File: src/rtl/mhr_pkg.sv
package mhr_pkg;
  typedef enum logic [2:0] {
    K_CTRL,
    K_CFG,
    K_STAT,
    K_ID,
    K_NONE
  } reg_kind_e;

  localparam int unsigned A_CTRL = 0;
  localparam int unsigned A_CFG  = 1;
  localparam int unsigned A_STAT = 2;
  localparam int unsigned A_ID   = 3;

  localparam int unsigned STAT_ERR_POS = 0;
  localparam int unsigned STAT_RUN_POS = 1;
endpackage

File: src/rtl/mhr_decode.sv
module mhr_decode
  import mhr_pkg::*;
#(
  parameter int unsigned ADDR_W = 4,
  parameter bit          HAS_ID = 1'b1
) (
  input  logic [ADDR_W-1:0] addr,
  input  logic              rd,
  input  logic              wr,
  input  logic              running,
  output reg_kind_e         kind,
  output logic              wr_ctrl,
  output logic              wr_cfg,
  output logic              wr_bad,
  output logic              rd_stat
);
  localparam logic [ADDR_W-1:0] AD_CTRL = ADDR_W'(A_CTRL);
  localparam logic [ADDR_W-1:0] AD_CFG  = ADDR_W'(A_CFG);
  localparam logic [ADDR_W-1:0] AD_STAT = ADDR_W'(A_STAT);
  localparam logic [ADDR_W-1:0] AD_ID   = ADDR_W'(A_ID);

  logic cfg_open;

  always_comb begin
    kind = K_NONE;
    if (addr == AD_CTRL)               kind = K_CTRL;
    else if (addr == AD_CFG)           kind = K_CFG;
    else if (addr == AD_STAT)          kind = K_STAT;
    else if (HAS_ID && addr == AD_ID)  kind = K_ID;
  end

  assign cfg_open = (kind == K_CFG) && !running;
  assign wr_ctrl  = wr && (kind == K_CTRL);
  assign wr_cfg   = wr && cfg_open;
  assign wr_bad   = wr && (kind != K_CTRL) && !cfg_open;
  assign rd_stat  = rd && (kind == K_STAT);
endmodule

File: src/rtl/mhr_ctrl_reg.sv
module mhr_ctrl_reg #(
  parameter int unsigned          DATA_W    = 16,
  parameter int unsigned          RUN_BIT   = 15,
  parameter logic [DATA_W-1:0]    CTRL_MASK = 16'hFF3F
) (
  input  logic              clk,
  input  logic              rst,
  input  logic              wr,
  input  logic [DATA_W-1:0] wdata,
  output logic [DATA_W-1:0] ctrl_q,
  output logic              run_en,
  output logic              run_start
);
  logic run_req;

  assign run_req = wdata[RUN_BIT] & CTRL_MASK[RUN_BIT];

  always_ff @(posedge clk) begin
    if (rst) begin
      ctrl_q    <= '0;
      run_start <= 1'b0;
    end else begin
      run_start <= wr && run_req && !ctrl_q[RUN_BIT];
      if (wr) ctrl_q <= wdata & CTRL_MASK;
    end
  end

  assign run_en = ctrl_q[RUN_BIT];
endmodule

File: src/rtl/mhr_cfg_reg.sv
module mhr_cfg_reg #(
  parameter int unsigned       DATA_W   = 16,
  parameter logic [DATA_W-1:0] CFG_MASK = 16'h00FF
) (
  input  logic              clk,
  input  logic              rst,
  input  logic              soft_rst,
  input  logic              wr,
  input  logic [DATA_W-1:0] wdata,
  output logic [DATA_W-1:0] cfg_q
);
  always_ff @(posedge clk) begin
    if (rst || soft_rst) cfg_q <= '0;
    else if (wr)         cfg_q <= wdata & CFG_MASK;
  end
endmodule

File: src/rtl/mhr_status.sv
module mhr_status (
  input  logic clk,
  input  logic rst,
  input  logic set_err,
  input  logic clr_err,
  output logic err_q
);
  always_ff @(posedge clk) begin
    if (rst)          err_q <= 1'b0;
    else if (set_err) err_q <= 1'b1;
    else if (clr_err) err_q <= 1'b0;
  end
endmodule

File: src/rtl/mac_host_regs.sv
module mac_host_regs
  import mhr_pkg::*;
#(
  parameter int unsigned       DATA_W    = 16,
  parameter int unsigned       ADDR_W    = 4,
  parameter int unsigned       RUN_BIT   = 15,
  parameter logic [DATA_W-1:0] CTRL_MASK = 16'hFF3F,
  parameter logic [DATA_W-1:0] CFG_MASK  = 16'h00FF,
  parameter logic [DATA_W-1:0] ID_VALUE  = 16'h5A31,
  parameter bit                HAS_ID    = 1'b1
) (
  input  logic              clk,
  input  logic              rst,
  input  logic              soft_rst,
  input  logic [ADDR_W-1:0] host_addr,
  input  logic [DATA_W-1:0] host_wdata,
  input  logic              host_rd,
  input  logic              host_wr,
  output logic [DATA_W-1:0] host_rdata,
  output logic              host_rdy,
  output logic              mac_en,
  output logic              mac_start,
  output logic [DATA_W-1:0] mac_cfg
);
  reg_kind_e         kind;
  logic              wr_ctrl, wr_cfg, wr_bad, rd_stat;
  logic              err_q;
  logic [DATA_W-1:0] ctrl_q;
  logic [DATA_W-1:0] stat_word;
  logic [DATA_W-1:0] id_word;
  logic [DATA_W-1:0] rd_mux;

  mhr_decode #(.ADDR_W(ADDR_W), .HAS_ID(HAS_ID)) u_dec (
    .addr   (host_addr),
    .rd     (host_rd),
    .wr     (host_wr),
    .running(mac_en),
    .kind   (kind),
    .wr_ctrl(wr_ctrl),
    .wr_cfg (wr_cfg),
    .wr_bad (wr_bad),
    .rd_stat(rd_stat)
  );

  mhr_ctrl_reg #(.DATA_W(DATA_W), .RUN_BIT(RUN_BIT), .CTRL_MASK(CTRL_MASK)) u_ctrl (
    .clk      (clk),
    .rst      (rst),
    .wr       (wr_ctrl),
    .wdata    (host_wdata),
    .ctrl_q   (ctrl_q),
    .run_en   (mac_en),
    .run_start(mac_start)
  );

  mhr_cfg_reg #(.DATA_W(DATA_W), .CFG_MASK(CFG_MASK)) u_cfg (
    .clk     (clk),
    .rst     (rst),
    .soft_rst(soft_rst),
    .wr      (wr_cfg),
    .wdata   (host_wdata),
    .cfg_q   (mac_cfg)
  );

  mhr_status u_stat (
    .clk    (clk),
    .rst    (rst),
    .set_err(wr_bad),
    .clr_err(rd_stat),
    .err_q  (err_q)
  );

  generate
    if (HAS_ID) begin : g_id
      assign id_word = ID_VALUE;
    end else begin : g_no_id
      assign id_word = '0;
    end
  endgenerate

  always_comb begin
    stat_word               = '0;
    stat_word[STAT_ERR_POS] = err_q;
    stat_word[STAT_RUN_POS] = mac_en;
  end

  always_comb begin
    unique case (kind)
      K_CTRL:  rd_mux = ctrl_q;
      K_CFG:   rd_mux = mac_cfg;
      K_STAT:  rd_mux = stat_word;
      K_ID:    rd_mux = id_word;
      default: rd_mux = '0;
    endcase
  end

  always_ff @(posedge clk) begin
    if (rst) begin
      host_rdy   <= 1'b0;
      host_rdata <= '0;
    end else begin
      host_rdy   <= host_rd || host_wr;
      host_rdata <= host_rd ? rd_mux : '0;
    end
  end
endmodule

File: config.mk
export PLATFORM = sky130hd
export DESIGN_NAME = mac_host_regs
export DESIGN_NICKNAME = d
export VERILOG_FILES = /design/src/rtl/mhr_pkg.sv /design/src/rtl/mhr_decode.sv /design/src/rtl/mhr_ctrl_reg.sv /design/src/rtl/mhr_cfg_reg.sv /design/src/rtl/mhr_status.sv /design/src/rtl/mac_host_regs.sv
export SDC_FILE = /design/constraint.sdc
export NUM_CORES = 1
export LEC_CHECK = 0
export BUFFER_PORTS_ARGS = -buffer_cell sky130_fd_sc_hd__buf_2
export CELL_PAD_IN_SITES_DETAIL_PLACEMENT = 1
export CELL_PAD_IN_SITES_GLOBAL_PLACEMENT = 1
export CORE_MARGIN = 8
export CORE_UTILIZATION = 36
export CTS_CLUSTER_SIZE = 28
export DETAILED_ROUTE_END_ITERATION = 8
export PLACE_DENSITY_LB_ADDON = 0.15
export SETUP_SLACK_MARGIN = 0.02
export SYNTH_ARGS = -nofsm -noshare
export SYNTH_HDL_FRONTEND = slang
export SYNTH_SLANG_ARGS = --single-unit
File: constraint.sdc
create_clock -name clk -period 1.69 [get_ports clk]
set_input_delay 0.338 -clock clk [delete_from_list [all_inputs] [get_ports clk]]
set_output_delay 0.338 -clock clk [all_outputs]
set_load 0.01 [all_outputs]
==> impl_metrics.toml <==
[run_status]
status = "finished, final reports clean"

[clocking]
path_clk_slew_ns = 0.08
root_buffer = "clkbuf_8"
clk_latency_ns = 0.30
post_cts_resize_count = 0
cts_tree = "built"
cts_buffers = 5
hold_buffers = 0
cts_setup_buffers = 0
cts_max_level = 2
clk_path_buf_depth = 2
cts.sinks = 41

[setup_path]
cp_slowest_cell = "dfxtp_1"
r2r_end = "u_cfg.cfg_q[5]"
required_ns = 1.35
critPathTopFamily = "flip-flops"
max_stage_delay_ns = 0.37
cp_data_arrival_time_ns = 0.96
r2r-start = "u_ctrl.ctrl_q[15]"
critPathBufInv = 2
reg2reg_depth = 3
endpoint_kind = "output port"
crit_path_start_kind = "flip-flop"
ff2ff_setup_slack_ns = 0.51
cp_max_fo = 6
cp_cell_sequence = "buf_4, buf_2"
crit_cells = 2
critPathKind = "flip-flop to output port"

[die]
die_w_um = 85.6
num_io_pins = 60
fp-row-count = 25
dieHeight_um = 85.6
core_mm2 = 0.00469
start_util = 0.372
fp.dieArea_mm2 = 0.00733

[power]
p_total_uw = 1770
p_per_area_mw_per_mm2 = 836
p_leak_uw = 0.000893
irDropWorstVdd_mv = 0.318

[logic_synthesis]
syn_area_mm2 = 0.00174
ys_ff_latch = 41
synthAdderAreaFrac = 0
synth_top_family_by_area = "simple AND/OR/NAND/NOR gates"
synth_flop_cell = "dfxtp_1"
synth.distinct_cells = 31
synthTopCellsByCount = "dfxtp_1, nand2b_1, mux2i_1, o21ai_0, a211oi_1"
yosys.area.top_type_share = 0.471
netlist_instances = 181
synth_edf_count = 0
post_synth.cell_area_avg_um2 = 9.64
synth_compound_area_frac = 0.105
yosys.area_share.simple = 0.245
yosysMostFrequentCell = "dfxtp_1"
async_flop_share = 0
synth_xor_area_frac = 0
yosys_warnings = 0
synthMuxAreaShare = 0.0976
synth_area_leaders = "dfxtp_1, nand2b_1, mux2i_1"
seq_area_frac_synth = 0.471
yosysTopAreaCell = "dfxtp_1"

[sta]
drv_slew = 0
fin_crit_sh = 0.767
hold_viol = 0
finalSetupViolCount = 0
timing.fmax_ghz = 0.771
rsz0062_at_grt = "no"
min_period_ns = 1.30
skew_ns = 0.00598
tns_ns = 0

[grt]
gr-total-overflow = 0
antenna_found_initial = 0
grt_pass1_vias = 1553
grt_max_degree = 41
grt_usage = 0.131
grt_pass1_wl_um = 7690

[place]
placed_cells = 281
portBuffers = 51
dp_hpwl_um = 3550
globalplace.congestion = 0.807
postPlaceCellArea_mm2 = 0.00203

[finish]
final_area_mm2 = 0.00212
drive_above_1_share = 0.306
utilization = 0.452
antenna_cells = 0
areaGrowthSynthToFinish_pct = 21.5
fin_nets = 259
fin_cells = 289
fill_cells = 566

[drt]
wire_per_inst_um = 16.2
antenna_left = 0
initialDrtViolationCount = 59
vias = 1426
routed_wl_um = 4690
via_per_inst = 4.93
drc = 0
drt_pass1_iterations = 4

[worst_hold_path]
hold_class = "input port to flip-flop"
whs_path_depth = 3
hold_path_end = "u_ctrl.ctrl_q[12]"
hp-start = "host_wdata[12]"

[flow_run]
max_cap_viol_count = 0
==> power breakdown <==
part	switching, µW	internal [µW]
combinational	93.3	65.7
clock	347	285
sequential	4.27	976
total	445	1330
==> layer usage <==
metal | vias up | track usage | wire [µm]
met2 | 39 | 0.225 | 2330
li1 | 701 | - | -
met1 | 680 | 0.147 | 2020
met5 | - | 0 | 0
met3 | 6 | 0.0439 | 281
met4 | 0 | 0.0478 | 62
==> flip-flops by register name, indices dropped and copies added, names as in the netlist <==
name and cells:
host_rdata 16, host_rdy 1, u_cfg.cfg_q 8, u_ctrl.ctrl_q 14
u_ctrl.run_start 1, u_stat.err_q 1
==> worst max path at each step <==
| stage | startpoint | endpoint | slack, ns |
|---|---|---|---|
| floorplan | host_addr[1] | u_ctrl.ctrl_q[10] | 0.35 |
| global placement | host_addr[3] | host_rdata[10] | 0.23 |
| detailed placement | host_addr[3] | host_rdata[1] | 0.18 |
| CTS | u_ctrl.ctrl_q[15] | mac_en | 0.39 |
| global route | u_ctrl.ctrl_q[15] | mac_en | 0.34 |
| finish | u_ctrl.ctrl_q[15] | mac_en | 0.39 |
==> cell families after synthesis <==
kind of cell / Yosys count
AO/OA/AOI/OAI: 30
flip-flops: 41
multiplexers: 17
other: 1
buffers and inverters: 22
AND/OR/NAND/NOR: 70
==> layout by cell type, fill, tap and decap left out, types with 2 or more instances in the layout <==
cell type  count
buf_4          7
nand2b_1      28
and3_1         3
mux2i_1       17
nor2_1         6
a21oi_1        7
buf_2         51
a211oi_1      10
clkbuf_8       5
and2_1         5
o21ai_0       11
nor2b_1        2
dfxtp_1       41
clkinv_2       2
conb_1         8
nand3b_1       2
nand2_1        8
inv_1          2
nand3_1        8
==> metrics by stage <==
stage	setup WS [ns]	hold WS (ns)
2_1_floorplan	0.346	0.430
6_report	0.393	0.292
5_1_grt	0.342	0.294
3_3_place_gp	0.231	0.452
4_1_cts	0.386	0.287
3_5_place_dp	0.181	0.452
==> worst register-to-register path, stage by stage (launching register included) <==
cell      delay [ns]
dfxtp_1         0.34
and3b_1         0.42
nand3_1         0.12
a211oi_1        0.22
==> cell type report <==
type	instances	area [µm²]	area share
sequential	41	821	0.387
clock buffer	5	68.8	0.0325
timing repair buffer	59	328	0.155
inverter	2	7.51	0.00354
multi-input combinational	125	810	0.382
tap	54	67.6	0.0319
clock inverter	3	17.5	0.00826
Note: power is estimated with default switching activity, not from simulation.
